File: config.mk
export PLATFORM = sky130hd
export DESIGN_NAME = adc_soc_seq
export DESIGN_NICKNAME = d
export VERILOG_FILES = /design/src/rtl/adcseq_pkg.sv /design/src/rtl/adcseq_cfg_bank.sv /design/src/rtl/adcseq_pending.sv /design/src/rtl/adcseq_timer.sv /design/src/rtl/adc_soc_seq.sv
export SDC_FILE = /design/constraint.sdc
export NUM_CORES = 1
export LEC_CHECK = 0
export BUFFER_PORTS_ARGS = -buffer_cell sky130_fd_sc_hd__buf_2
export CAP_MARGIN = 20
export CORE_UTILIZATION = 55
export CTS_CLUSTER_DIAMETER = 150
export DETAILED_ROUTE_END_ITERATION = 6
export GPL_ROUTABILITY_DRIVEN = 0
export GPL_TIMING_DRIVEN = 0
export PLACE_DENSITY = 0.74
export REMOVE_ABC_BUFFERS = 1
export SLEW_MARGIN = 10
export SYNTH_ARGS = -nofsm -noshare
export SYNTH_HDL_FRONTEND = slang
export SYNTH_HIERARCHICAL = 1
export SYNTH_SLANG_ARGS = --single-unit
File: constraint.sdc
create_clock -name clk_i -period 3.7 [get_ports clk_i]
set_input_delay 0.74 -clock clk_i [delete_from_list [all_inputs] [get_ports clk_i]]
set_output_delay 0.74 -clock clk_i [all_outputs]
set_load 0.005 [all_outputs]
File: src/rtl/adcseq_pkg.sv
package adcseq_pkg;
  typedef enum logic [1:0] {
    ST_IDLE   = 2'd0,
    ST_SAMPLE = 2'd1,
    ST_CONV   = 2'd2,
    ST_DONE   = 2'd3
  } seq_state_e;
endpackage

File: src/rtl/adcseq_cfg_bank.sv
// Per-slot configuration registers; the acquisition floor is applied on write.
module adcseq_cfg_bank #(
  parameter int NUM_SLOTS = 4,
  parameter int SLOT_W    = 2,
  parameter int SEL_W     = 5,
  parameter int ACQ_W     = 6,
  parameter int MIN_ACQ   = 6
) (
  input  logic                             clk_i,
  input  logic                             rst_ni,
  input  logic                             we_i,
  input  logic [SLOT_W-1:0]                slot_i,
  input  logic [SEL_W-1:0]                 sel_i,
  input  logic [ACQ_W-1:0]                 acq_i,
  output logic [NUM_SLOTS-1:0][SEL_W-1:0]  sel_o,
  output logic [NUM_SLOTS-1:0][ACQ_W-1:0]  acq_o
);
  localparam logic [ACQ_W-1:0] ACQ_FLOOR = ACQ_W'(MIN_ACQ);

  logic [ACQ_W-1:0] acq_clamped;
  assign acq_clamped = (acq_i < ACQ_FLOOR) ? ACQ_FLOOR : acq_i;

  for (genvar g = 0; g < NUM_SLOTS; g++) begin : g_slot
    always_ff @(posedge clk_i) begin
      if (!rst_ni) begin
        sel_o[g] <= '0;
        acq_o[g] <= ACQ_FLOOR;
      end else if (we_i && (slot_i == SLOT_W'(g))) begin
        sel_o[g] <= sel_i;
        acq_o[g] <= acq_clamped;
      end
    end

    AST_ACQ_FLOOR: assert property (@(posedge clk_i) disable iff (!rst_ni)
      $past(rst_ni) |-> (acq_o[g] >= ACQ_FLOOR));
  end
endmodule

File: src/rtl/adcseq_pending.sv
// Trigger selection, pending latches and lowest-index pick.
module adcseq_pending #(
  parameter int NUM_SLOTS = 4,
  parameter int SLOT_W    = 2,
  parameter int SEL_W     = 5,
  parameter int TRIG_W    = 32
) (
  input  logic                             clk_i,
  input  logic                             rst_ni,
  input  logic [TRIG_W-1:0]                trig_i,
  input  logic [NUM_SLOTS-1:0][SEL_W-1:0]  sel_i,
  input  logic                             clr_en_i,
  input  logic [SLOT_W-1:0]                clr_slot_i,
  output logic                             any_o,
  output logic [SLOT_W-1:0]                pick_o
);
  logic [NUM_SLOTS-1:0] hit;
  logic [NUM_SLOTS-1:0] pend_q;
  logic [NUM_SLOTS-1:0] clr_mask;

  for (genvar g = 0; g < NUM_SLOTS; g++) begin : g_hit
    assign hit[g] = trig_i[sel_i[g]];
  end

  always_comb begin
    clr_mask = '0;
    if (clr_en_i) clr_mask[clr_slot_i] = 1'b1;
  end

  // A new request in the clear cycle survives: set wins over clear.
  always_ff @(posedge clk_i) begin
    if (!rst_ni) pend_q <= '0;
    else         pend_q <= (pend_q & ~clr_mask) | hit;
  end

  always_comb begin
    any_o  = |pend_q;
    pick_o = '0;
    for (int i = NUM_SLOTS - 1; i >= 0; i--) begin
      if (pend_q[i]) pick_o = SLOT_W'(i);
    end
  end

  for (genvar g = 0; g < NUM_SLOTS; g++) begin : g_chk
    AST_PEND_KEEP: assert property (@(posedge clk_i) disable iff (!rst_ni)
      (pend_q[g] && !(clr_en_i && clr_slot_i == SLOT_W'(g))) |=> pend_q[g]);
    AST_HIT_LATCH: assert property (@(posedge clk_i) disable iff (!rst_ni)
      hit[g] |=> pend_q[g]);
  end
endmodule

File: src/rtl/adcseq_timer.sv
// Sample window and conversion phase sequencer.
module adcseq_timer
  import adcseq_pkg::*;
#(
  parameter int SLOT_W      = 2,
  parameter int ACQ_W       = 6,
  parameter int CONV_CYCLES = 13
) (
  input  logic              clk_i,
  input  logic              rst_ni,
  input  logic              req_any_i,
  input  logic [SLOT_W-1:0] req_slot_i,
  input  logic [ACQ_W-1:0]  req_acq_i,
  output logic              launch_o,
  output logic              sample_o,
  output logic              busy_o,
  output logic              done_o,
  output logic [SLOT_W-1:0] done_slot_o
);
  localparam int CONV_W = (CONV_CYCLES > 1) ? $clog2(CONV_CYCLES) : 1;
  localparam int CNT_W  = (ACQ_W > CONV_W) ? ACQ_W : CONV_W;

  seq_state_e        state_q;
  logic [CNT_W-1:0]  cnt_q;
  logic [SLOT_W-1:0] slot_q;

  assign launch_o    = (state_q == ST_IDLE) && req_any_i;
  assign sample_o    = (state_q == ST_SAMPLE);
  assign busy_o      = (state_q == ST_SAMPLE) || (state_q == ST_CONV);
  assign done_o      = (state_q == ST_DONE);
  assign done_slot_o = slot_q;

  always_ff @(posedge clk_i) begin
    if (!rst_ni) begin
      state_q <= ST_IDLE;
      cnt_q   <= '0;
      slot_q  <= '0;
    end else begin
      case (state_q)
        ST_IDLE: begin
          if (req_any_i) begin
            state_q <= ST_SAMPLE;
            cnt_q   <= CNT_W'(req_acq_i);
            slot_q  <= req_slot_i;
          end
        end
        ST_SAMPLE: begin
          if (cnt_q == '0) begin
            state_q <= ST_CONV;
            cnt_q   <= CNT_W'(CONV_CYCLES - 1);
          end else begin
            cnt_q <= cnt_q - 1'b1;
          end
        end
        ST_CONV: begin
          if (cnt_q == '0) state_q <= ST_DONE;
          else             cnt_q   <= cnt_q - 1'b1;
        end
        default: state_q <= ST_IDLE;
      endcase
    end
  end

  // Independent run-length counter of conversion-phase clocks.
  logic [CONV_W:0] conv_run_q;
  always_ff @(posedge clk_i) begin
    if (!rst_ni)                 conv_run_q <= '0;
    else if (busy_o && !sample_o) conv_run_q <= conv_run_q + 1'b1;
    else                         conv_run_q <= '0;
  end

  AST_SAMPLE_IN_BUSY: assert property (@(posedge clk_i) disable iff (!rst_ni)
    sample_o |-> busy_o);
  AST_DONE_SINGLE: assert property (@(posedge clk_i) disable iff (!rst_ni)
    done_o |=> !done_o);
  AST_DONE_NOT_BUSY: assert property (@(posedge clk_i) disable iff (!rst_ni)
    done_o |-> !busy_o);
  AST_CONV_FOLLOWS: assert property (@(posedge clk_i) disable iff (!rst_ni)
    $fell(sample_o) |-> busy_o);
  AST_CONV_LEN: assert property (@(posedge clk_i) disable iff (!rst_ni)
    done_o |-> (conv_run_q == (CONV_W+1)'(CONV_CYCLES)));
endmodule

File: src/rtl/adc_soc_seq.sv
module adc_soc_seq #(
  parameter int NUM_SLOTS   = 4,
  parameter int SEL_W       = 5,
  parameter int ACQ_W       = 6,
  parameter int MIN_ACQ     = 6,
  parameter int CONV_CYCLES = 13,
  localparam int SLOT_W     = (NUM_SLOTS > 1) ? $clog2(NUM_SLOTS) : 1,
  localparam int TRIG_W     = 1 << SEL_W
) (
  input  logic              clk_i,
  input  logic              rst_ni,
  input  logic [TRIG_W-1:0] trig_i,
  input  logic              cfg_we_i,
  input  logic [SLOT_W-1:0] cfg_slot_i,
  input  logic [SEL_W-1:0]  cfg_sel_i,
  input  logic [ACQ_W-1:0]  cfg_acq_i,
  output logic              sample_o,
  output logic              busy_o,
  output logic              done_o,
  output logic [SLOT_W-1:0] done_slot_o
);
  logic [NUM_SLOTS-1:0][SEL_W-1:0] slot_sel;
  logic [NUM_SLOTS-1:0][ACQ_W-1:0] slot_acq;
  logic                            req_any;
  logic [SLOT_W-1:0]               req_slot;
  logic                            launch;

  adcseq_cfg_bank #(
    .NUM_SLOTS(NUM_SLOTS), .SLOT_W(SLOT_W), .SEL_W(SEL_W),
    .ACQ_W(ACQ_W), .MIN_ACQ(MIN_ACQ)
  ) cfg_i (
    .clk_i(clk_i), .rst_ni(rst_ni), .we_i(cfg_we_i), .slot_i(cfg_slot_i),
    .sel_i(cfg_sel_i), .acq_i(cfg_acq_i), .sel_o(slot_sel), .acq_o(slot_acq)
  );

  adcseq_pending #(
    .NUM_SLOTS(NUM_SLOTS), .SLOT_W(SLOT_W), .SEL_W(SEL_W), .TRIG_W(TRIG_W)
  ) pend_i (
    .clk_i(clk_i), .rst_ni(rst_ni), .trig_i(trig_i), .sel_i(slot_sel),
    .clr_en_i(launch), .clr_slot_i(req_slot), .any_o(req_any), .pick_o(req_slot)
  );

  adcseq_timer #(
    .SLOT_W(SLOT_W), .ACQ_W(ACQ_W), .CONV_CYCLES(CONV_CYCLES)
  ) tmr_i (
    .clk_i(clk_i), .rst_ni(rst_ni), .req_any_i(req_any), .req_slot_i(req_slot),
    .req_acq_i(slot_acq[req_slot]), .launch_o(launch), .sample_o(sample_o),
    .busy_o(busy_o), .done_o(done_o), .done_slot_o(done_slot_o)
  );

  AST_RESET_QUIET: assert property (@(posedge clk_i)
    !rst_ni |=> (!sample_o && !busy_o && !done_o));
endmodule

# == Yosys cells after proc, flatten, opt, wreduce, memory -nomap -nowiden ==
# Index checks and enable logic that the tools add are counted.
# word_totals
ff_bits,58
out_inout_bits,5
# op_classes
addsub,1
order_cmp,7
eq_ne,10
muxes,26
bitwise,3
reduce_logical,15
# ops
cell,n
$mux W6,5
$lt A5 B6 Y1 const B,4
$bmux W1 S5,4
$pmux W6 S3,1
$mux W2,7
$bmux W6 S2,1
$eq A2 B2 Y1 const B,4
$logic_and A1 B1 Y1,6
$logic_not A6 Y1,1
$lt A6 B3 Y1 const B,1
$pmux W2 S3,1
$reduce_and A3 Y1,2
$sub A6 B1 Y6 const B,1
$mux W1,5
$and A4 B4 Y4,1
$eq A2 B1 Y1 const B,2
$logic_not A2 Y1,2
$mux W4,1
$ne A2 B1 Y1 const B,2
$ne A2 B2 Y1 const B,2
$not A4 Y4,1
$or A4 B4 Y4,1
$reduce_or A4 Y1,1
$lt A2 B3 Y1 const B,1
5 further kinds,5

# == Longest topological paths before layout ==
# logic_depth
ltp_word,12
depth_mapped,8
ltp_nobuf,7

# == Modules after synthesis ==
# Netlist, hierarchy kept.
# by_module_without_submodules
mod,n_inst,cells_per_inst,area_each_um2,seq_area_each_um2
adcseq_cfg_bank,1,190,1719.1,880.8
adcseq_pending,1,136,1363.8,80.1
adcseq_timer,1,84,686.9,200.2
adc_soc_seq,1,7,146.4,0.0

# == Least setup slack after synthesis ==
# No wires, ideal clock.
# synth_timing
path_kind,register -> register
from,register pend_i.pend_q[3]
to,register tmr_i.cnt_q[4]
arrival_time_ns,1.727
t_required_ns,3.581
setup_slack_ns,1.853
stages_incl_launch_ff,7
path_cell_list,dfxtp_1 nor2_1 nor3_1 mux4_2 nor2b_1 o21ai_1 a21boi_1
# synth_via
elab_chain_cells,8
# synth_rtl
element,line_no,rtl
start: declaration,adcseq_pending.sv:18,logic [NUM_SLOTS-1:0] pend_q;
start signal: assignment,adcseq_pending.sv:33,else pend_q <= (pend_q & ~clr_mask) | hit;
$mux W2 (4 in series),adcseq_pending.sv:40,if (pend_q[i]) pick_o = SLOT_W'(i);
named net req_slot[1],adc_soc_seq.sv:25,logic [SLOT_W-1:0] req_slot;
$bmux W6 S2,adc_soc_seq.sv:47,".req_acq_i(slot_acq[req_slot]), .launch_o(launch), .sample_o(sample_o),"
$mux W6 (implied by the code),adc_soc_seq.sv:47,
$mux W6,adcseq_timer.sv:41,if (req_any_i) begin
$pmux W6 S3,adcseq_timer.sv:39,case (state_q)
end signal: assignment,adcseq_timer.sv:43,cnt_q <= CNT_W'(req_acq_i);
end signal: assignment,adcseq_timer.sv:50,cnt_q <= CNT_W'(CONV_CYCLES - 1);
end signal: assignment,adcseq_timer.sv:52,cnt_q <= cnt_q - 1'b1;
end: declaration,adcseq_timer.sv:24,logic [CNT_W-1:0] cnt_q;
# The timed path passes the listed nets, and every way through them passes these cells. The select of a mux whose other input is x is not followed.
# A chain may end at the register's enable or synchronous reset.

# == Worst setup path in the final report ==
# layout_timing
from,register tmr_i.state_q[0]
to,output busy_o
# layout_via
elab_chain_cells,2
# layout_rtl
element,line_no,rtl
start: declaration,adcseq_timer.sv:23,seq_state_e state_q;
start signal: assignment,adcseq_timer.sv:35,state_q <= ST_IDLE;
start signal: assignment,adcseq_timer.sv:42,state_q <= ST_SAMPLE;
start signal: assignment,adcseq_timer.sv:49,state_q <= ST_CONV;
$eq A2 B1 Y1 / $eq A2 B2 Y1 (equally long branches),adcseq_timer.sv:29,assign busy_o = (state_q == ST_SAMPLE) || (state_q == ST_CONV);
$logic_or A1 B1 Y1 (*),adcseq_timer.sv:29,
end: declaration,adc_soc_seq.sv:18,"output logic busy_o,"
# Every way passes the cells marked *; elsewhere a longest branch is shown, timed or not.

==> results by group <==
Drt
  • Routed wire length: 9.38 mm
  • Post-route ant nets: 0
  • Wire per inst: 16.9 um
  • Detailed Routing Iterations Pass 1: 4
  • Remaining DRCs: 0
  • Initial drt markers: 189
  • Via/cell ratio: 5.91
  • Vias post-DR: 3285

Placement
  • Placed Cells: 539
  • Port Buffer Count: 52
  • Dpl hpwl: 6.73 mm

Logic synthesis
  • Top_reg_cell synth: dfxtp_1
  • Mean Syn Cell Area: 9.39 um2
  • Synthesized area: 0.00392 mm2
  • Yosys top cell by area: dfxtp_1
  • Synth Register Bits: 58
  • Top cell type's share of synthesized area: 29.6%
  • Synth area leaders: dfxtp_1, mux4_2, nand2_1
  • Async set-reset flop share out of synthesis: 0%
  • EDFF count, synth: 0
  • Top-count cell post-synth: nand2_1
  • Post-synth top cells: nand2_1, dfxtp_1, mux2i_1, a21boi_0, mux4_2
  • Register area share after synthesis: 29.6%
  • Synth cell types: 55
  • Post-Syn Instances: 417
  • Synthesis Warnings: 6

Setup path
  • Worst setup path category: reg -> out
  • Reg-to-reg setup timing slack: 1.58 ns
  • Data required time of the worst path: 2.96 ns
  • Worst R2R Start: tmr_i/state_q[0]
  • Startpoint Class: flip-flop
  • Reg2reg end: tmr_i/cnt_q[5]
  • Critical path capture point type: output port
  • Crit Path Max Fanout: 7
  • R2R cell count: 7
  • CP arrival: 1.44 ns

Global route
  • Gr ovfl total: 0
  • Pin count of the biggest net entering global routing: 60
  • First-pass GRT wire length: 15.5 mm
  • Total Routing Usage GR: 27.1%
  • Vias in the first global route: 3152
  • Initial antenna violation count: 0

STA
  • Final Hold Fails: 0
  • Crit path time final: 2.18 ns
  • Setup TNS: 0 ns
  • Hold WS: 0.451 ns
  • Achievable frequency: 460 MHz
  • Slew of the pin with the lowest slew margin: 0.847 ns
  • Max-slew violations: 0
  • Setup violators final: 0
  • RSZ-0062 raised after global routing: no
  • Max-slew headroom at the worst pin: 43.5%
  • Final Skew: 0.0114 ns
  • Final worst-path cycle share: 58.8%

Clock network
  • Clock Sinks: 58
  • H-tree Lvls: 3
  • CTS buffer count: 9
  • Clk Latency, worst-skew pair: 0.34 ns
  • Resized cells post-CTS: 0
  • Postcts setup bufs: 0
  • CTS tree: yes
  • Clk root buf: clkbuf_8
  • Hold-fix buffers, CTS: 0
  • CTS clk-pin slew, worst paths: 0.07 ns
  • Max Root-Sink Buffers: 2

Worst hold path
  • Hold Path Depth: 2
  • HP Start: cfg_i/acq_o[3]
  • Hold endpoint: cfg_i/acq_o[3]
  • Tightest Hold Check Type: reg -> reg

Layout
  • Final net count: 510
  • Non-Filler Instances: 556
  • Share of layout cells above drive strength 1: 23.0%
  • Antenna diodes: 0
  • Fillers: 626
  • Syn-to-layout area delta: 11.6%
  • Final Util: 64.0%

Pwr
  • Leak: 1.53 nW
  • Net Sw Frac: 32.5%
  • Register share of total power: 36.7%
  • Post-layout power: 0.00204 W
  • Int Power: 0.00137 W
  • Switch Pwr: 0.000662 W
  • Gate power share: 30.2%
  • Clk pwr share: 33.2%
  • Power Dens Cells: 466 mW/mm2
  • Maximum vdd drop: 0.286 mV

Floorplan
  • I/O pin total: 53
  • CORE AREA: 0.00683 mm2
  • Initial Util: 57.3%
  • FP Rows: 30
  • Die area: 0.00746 mm2
  • Die Height: 86.4 um
  • DIE WIDTH: 86.4 um

Outcome
  • Status: finished clean

Flow run
  • Max-cap viol count: 0
power by group through the flow:
stage	Clock, W	Combinational, W	Sequential, W
final	0.000675	0.000614	0.000746
after global routing	0.000711	0.000687	0.000754
after CTS	0.000681	0.000611	0.000746
after detailed placement	0	0.000607	0.000759
after global placement	0	0.000593	0.000756
after floorplan	0	0.000449	0.000741
critical path, cell delays in order, from the launching register on:
cell     delay, ns
dfxtp_1       0.42
inv_1         0.11
ha_1          0.42
buf_2         0.16
routing by layer:
metal  up-vias  global-route usage (%)  wire length, um
met5         -                       0                0
met4         0                    7.88              181
met3        16                    5.14              597
met2        96                    44.9             4470
met1      1553                    36.3             4130
li1       1620                       -                -
per-stage QoR:
stage	worst slack [ns]	instance area [um2]
after floorplan	1.72	3750
after global placement	1.31	4130
after detailed placement	1.31	4130
after CTS	1.29	4360
after global routing	1.44	4370
final	1.52	4370
flip-flops by register name (all words and copies together), names as in the netlist:
register and cells:
cfg_i/acq_o 24, cfg_i/sel_o 20, tmr_i/cnt_q 6, pend_i/pend_q 4, tmr_i/done_slot_o 2, tmr_i/state_q 2
cells in the final DEF (no fill, tap or decap), types with 2 or more instances in the layout:
cell        n
a21boi_1   12
mux2_2      2
nor3_2      2
mux2i_1    26
nand3b_1    4
o211ai_1    3
nor3_1      2
o21ai_1     5
bufinv_16   2
and2b_1     2
o21ai_0     5
xnor2_1     2
nor2b_1    15
and3_1      2
nand2b_1    7
nand2_1    76
and3b_1     2
inv_1      10
nand3_1     9
a32oi_1     4
nor3b_1    10
nor2_1     20
o31ai_1     4
ha_1        7
a41oi_1     3
mux4_2     23
a21oi_1    12
mux4_1      3
dfxtp_1    58
a22oi_1    12
buf_2      52
o2111ai_1   3
nand4b_1    4
clkbuf_8   11
a21boi_0   23
cells by family (layout without fill, tap and decap cells):
logic type               Yosys count  after routing  synth area share [%]
AO/OA/AOI/OAI                     95             95                  18.6
XOR/XNOR                           2              2                 0.447
adder cells (fa/ha/maj)            7              7                  2.24
buffers and inverters             36             79                  5.24
flip-flops                        58             58                  29.6
multiplexers                      54             54                  22.5
AND/OR/NAND/NOR                  165            165                  21.4
worst max-delay path by stage:
stage / startpoint / endpoint / slack [ns] / cells after the start
detailed placement: pend_i/pend_q[3] / tmr_i/cnt_q[4] / 1.31 / 6
global placement: pend_i/pend_q[2] / tmr_i/cnt_q[4] / 1.31 / 6
CTS: pend_i/pend_q[3] / tmr_i/cnt_q[4] / 1.29 / 6
finish: tmr_i/state_q[0] / busy_o / 1.52 / 3
floorplan: pend_i/pend_q[2] / tmr_i/cnt_q[4] / 1.72 / 7
global route: tmr_i/state_q[0] / tmr_i/cnt_q[5] / 1.44 / 7
area by class of cell:
type	count	area, um2	area share, %
Clock inverter	4	73.8	1.69
Inverter	10	37.5	0.859
Sequential cell	58	1160	26.6
Timing Repair Buffer	53	268	6.13
Tap cell	96	120	2.75
Multi-Input combinational cell	323	2550	58.5
Clock buffer	12	155	3.55
No activity file was read; power rests on OpenSTA's default activity.
